## src/rtl/split_ripple_counter.sv

```systemverilog
module split_ripple_counter #(
  parameter int HI_BITS     = 3,
  parameter int SYNC_STAGES = 2
) (
  input  logic             clk,
  input  logic             tick_lo,
  input  logic             tick_hi,
  input  logic             chain_en,
  input  logic             clr_a,
  input  logic             clr_b,
  output logic [HI_BITS:0] q
);

  logic clr_all;
  assign clr_all = clr_a & clr_b;

  logic [1:0] rel_sh;
  logic       run;

  always_ff @(posedge clk or posedge clr_all) begin
    if (clr_all) rel_sh <= '0;
    else         rel_sh <= {rel_sh[0], 1'b1};
  end
  assign run = rel_sh[1];

  logic [SYNC_STAGES:0] sy_lo, sy_hi;

  always_ff @(posedge clk or posedge clr_all) begin
    if (clr_all) begin
      sy_lo <= '0;
      sy_hi <= '0;
    end else begin
      sy_lo <= {sy_lo[SYNC_STAGES-1:0], tick_lo};
      sy_hi <= {sy_hi[SYNC_STAGES-1:0], tick_hi};
    end
  end

  logic fall_lo, fall_hi, hi_en;
  logic lo_q;
  logic [HI_BITS-1:0] hi_q;

  assign fall_lo = run & sy_lo[SYNC_STAGES] & ~sy_lo[SYNC_STAGES-1];
  assign fall_hi = run & sy_hi[SYNC_STAGES] & ~sy_hi[SYNC_STAGES-1];
  assign hi_en   = chain_en ? (fall_lo & lo_q) : fall_hi;

  always_ff @(posedge clk or posedge clr_all) begin
    if (clr_all) begin
      lo_q <= 1'b0;
      hi_q <= '0;
    end else begin
      if (fall_lo) lo_q <= ~lo_q;
      if (hi_en)   hi_q <= hi_q + 1'b1;
    end
  end

  assign q = {hi_q, lo_q};

endmodule

```

## config.mk

```make
export PLATFORM = sky130hd
export DESIGN_NAME = split_ripple_counter
export DESIGN_NICKNAME = d
export VERILOG_FILES = /design/src/rtl/split_ripple_counter.sv
export SDC_FILE = /design/constraint.sdc
export NUM_CORES = 1
export LEC_CHECK = 0
export BUFFER_PORTS_ARGS = -buffer_cell sky130_fd_sc_hd__buf_2
export CORE_AREA = 2 2 39 41
export DETAILED_ROUTE_END_ITERATION = 8
export DIE_AREA = 0 0 41 43
export PLACE_DENSITY = 0.47
export SLEW_MARGIN = 20
export SYNTH_ARGS = -nofsm -noshare
export SYNTH_HDL_FRONTEND = slang
export SYNTH_SLANG_ARGS = --single-unit
```

## constraint.sdc

```tcl
create_clock -name clk -period 1.9 [get_ports clk]
set_input_delay 0.095 -clock clk [delete_from_list [all_inputs] [get_ports clk]]
set_output_delay 0.095 -clock clk [all_outputs]
set_load 0.05 [all_outputs]
```

=== Yosys cells after proc, flatten, opt, wreduce, memory -nomap -nowiden ===
Index checks and enable logic that the tools add are counted.

* Add/sub/neg operators: 1
* Bitwise logic cells: 9
* Muxes and demuxes: 1

{| class="wikitable"
|+ Operator list
! kind !! number
|-
| 1-bit bitwise AND || 6
|-
| 3-bit by 1-bit adder with 3-bit output, second input constant || 1
|-
| 1-bit inverter || 3
|-
| 1-bit two-way mux || 1
|}

* Flip-flop bits (word level): 12
* Logic and storage cells: 16
* Output and inout bits: 4

=== Longest topological paths before layout ===
* Depth after elaboration: 4
* Mapped depth: 4
* Gate-level depth less buffers: 4

=== Worst setup path after synthesis ===
OpenSTA, ideal clock, no wires.

* Path kind: flip-flop to flip-flop
* Start: reg hi_q[0]
* End: reg hi_q[2]
* Period minus slack after synthesis: 1.349 ns
* Path buffers: 0
* Required time: 1.818 ns
* Setup slack: 0.551 ns
* Cell stages (with the launch flop): 5
* Arrival: 1.268 ns
* Cells stage by stage: dfrtp_1 ha_1 nand4b_1 o22ai_1 xor2_1

* Word-level cells in the longest chain between the ends: 1

{| class="wikitable"
|+ RTL lines
! element !! RTL line !! RTL
|-
| from (decl) || 40 || <nowiki>logic [HI_BITS-1:0] hi_q;</nowiki>
|-
| from (signal assigned) || 52 || <nowiki>if (hi_en) hi_q <= hi_q + 1'b1;</nowiki>
|-
| 3-bit by 1-bit adder with 3-bit output || 52 ||
|}

No other way between the ends.
A chain may end at the register's enable or synchronous reset.

==> impl_metrics.toml <==
[routing]
route.detailed.drc = 0
wl_per_cell_um = 10.12
drt_iter0_drc = 1
viasPerCell = 4.186
ant_nets = 0
dr.pass1.iters = 2
dr_total_vias = 247
wl_um = 597

[power_and_ir_drop]
swShare = 0.3933
pwr-share-seq = 0.418
internal_power_w = 0.0005043
power_leakage_nw = 0.2460
peakVddDrop_mv = 0.4388
switchingPower_w = 0.0003269
clock_power_share = 0.233
power_frac_comb = 0.348
power.density_nw_per_um2 = 1510

[place]
post-place-ws_ps = 608.5
gp_congestion = 0.6448
dp.cells = 51
port_buffers = 9
detailed_place_hpwl_um = 437.2

[layout]
area_delta_synth_final_pct = 32.13
fin_cells = 59
n_fill_cell = 136
final_nets = 51
finish.utilization = 0.3978
antenna-diode-count = 0
drive_gt1_frac = 0.3488

[floorplanning]
fp.coreArea_um2 = 1384
die-height_um = 43
start_util = 0.3011
dieArea_um2 = 1763
io_pins = 10
rows = 14
die_w_um = 41

[yosys]
avgSynthCellArea_um2 = 15.43
yosysMostFrequentCell = "dfrtp_1"
ys_seq_area_frac = 0.7207
synth_top_area_frac = 0.7207
ys.flop_type = "dfrtp_1"
yosys_register_bits = 12
synth_nets = 34
synth-async-reset-ratio = 1.000
synthTopCellsByCount = "12 x dfrtp_1, 3 x nand2_1, 2 x xor2_1"
synth_top_area_cell = "dfrtp_1"
synth.top_cells.by_area = "dfrtp_1 72%, xor2_1 4.2%, o32ai_2 3.9%, ha_1 3.0%, mux2_2 2.7%"
ys_types = 13
ys.warnings.count = 0
synth_area_um2 = 416.7
syn_inst = 27
synth_edf_count = 0

[timing]
holdWs_ps = 203.9
final-hold-violation-count = 0
finalSetupViolCount = 0
slew-limit-headroom = 0.6608
rsz0062_at_grt = "false"
period_share = 0.6762
tns_ps = 0
slew_viol_final = 0
layout_setup_ws_ps = 615.2
skew_ps = 3.920
tightest_slew_ps = 507.1
max_freq_mhz = 778.3
period_needed_ps = 1285

[setup_path]
required_ps = 2280
critPathKind = "in -> async"
rrSetupSlack_ps = 620
path_max_fanout = 12
r2r_start = "sy_lo[1]$_DFF_PP0_"
worstPathArrival_ps = 1660
rr_worst_depth = 3
start_kind = "input port"
timing.rr.end = "hi_q[1]$_DFFE_PP0P_"
end_kind = "asynchronous set/reset pin"

[clock_tree]
clkSlewWorstSetupHoldPaths_ps = 70
insertion_delay_ps = 270
cts_buffers = 3
cts.path.max_buffers = 2
post_cts_resized = 0
root_buffer = "clkbuf_4"
htree_levels = 1
cts_tree = "done"
clkSinkCount = 12

[min_path]
hold_class = "in -> reg"
hold_depth = 3
hold_start = "chain_en"
holdPathEnd = "hi_q[2]$_DFFE_PP0P_"

[grt]
grt_pass1_vias = 246
grt_usage = 0.09538
grt_max_degree = 13
overflow = 0
grt_antenna_before_repair = 0
grt_first_pass_wirelength_um = 1000

[outcome]
outcome = "completed"

[flow_run]
maxCapViolCount = 0
critical path: stages:
cell,delay [ps]
dlygate4sd3_1,530
buf_2,120
nand2_1,50
dlygate4sd3_1,870
power by group through the flow:
| stage | clock network, W | logic (W) | registers [W] |
|---|---|---|---|
| floorplan | 0 | 0.000120 | 0.000466 |
| global placement | 0 | 0.000282 | 0.000352 |
| detailed placement | 0 | 0.000286 | 0.000354 |
| CTS | 0.000205 | 0.000293 | 0.000350 |
| global route | 0.000217 | 0.000308 | 0.000354 |
| finish | 0.000194 | 0.000290 | 0.000348 |
per-stage QoR:
stage | total power [W] | area, um^2
after floorplan | 0.0005866 | 416.7
after global placement | 0.0006343 | 474.2
after detailed placement | 0.0006400 | 474.2
after CTS | 0.0008475 | 550.5
after global routing | 0.0008802 | 550.5
final | 0.0008312 | 550.5
sequential cells by signal, indices dropped and copies added (netlist names):
name / count
sy_hi: 3
hi_q: 3
sy_lo: 3
rel_sh: 2
lo_q: 1
worst max-delay path by stage:
stage / endpoint / start / cells after the start
floorplan: hi_q[2]$_DFFE_PP0P_ / hi_q[0]$_DFFE_PP0P_ / 4
global placement: hi_q[1]$_DFFE_PP0P_ / sy_lo[1]$_DFF_PP0_ / 3
detailed placement: hi_q[1]$_DFFE_PP0P_ / sy_lo[1]$_DFF_PP0_ / 3
CTS: hi_q[0]$_DFFE_PP0P_ / clr_a / 4
global route: hi_q[0]$_DFFE_PP0P_ / clr_a / 4
finish: hi_q[0]$_DFFE_PP0P_ / clr_a / 4
routing by layer:
layer | GRT usage | up-vias | wire (um)
li1 | - | 124 | -
met4 | 0.1000 | 0 | 4
met5 | 0 | - | 0
met2 | 0.1250 | 8 | 306
met3 | 0.04712 | 2 | 40
met1 | 0.1000 | 113 | 246
kinds of logic (layout without fill, tap and decap cells):
family | after synthesis | in the layout | synth area share
AND/OR/NAND/NOR | 6 | 6 | 0.07808
buffers and inverters | 1 | 17 | 0.01802
multiplexers | 1 | 1 | 0.02703
XOR/XNOR | 3 | 3 | 0.06307
adder cells (fa/ha/maj) | 1 | 1 | 0.03003
flip-flops | 12 | 12 | 0.7207
AO/OA/AOI/OAI | 2 | 2 | 0.05407
other | 1 | 1 | 0.009000
cell type report:
type | count | area [um^2] | area share
multi-input combinational | 14 | 108.9 | 0.1977
timing repair buffer | 13 | 85.08 | 0.1545
clock buffer | 4 | 36.28 | 0.06591
sequential | 12 | 300.3 | 0.5455
tap | 16 | 20.02 | 0.03636
repair_timing:
item | 4_1_cts | 5_1_grt
hold buffers | 4 | 0
buffers inserted | 0 | 0
hold endpoints to repair | 14 | 0
placed cells by master, fill, tap and decap left out:
cell,n
dfrtp_1,12
buf_2,9
dlygate4sd3_1,4
nand2_1,3
clkbuf_4,3
xor2_1,2
nand3b_1,1
o32ai_2,1
xnor2_1,1
nand3_1,1
nand4b_1,1
o22ai_1,1
mux2_2,1
ha_1,1
clkbuf_8,1
conb_1,1
No activity file was read; power rests on OpenSTA's default activity.
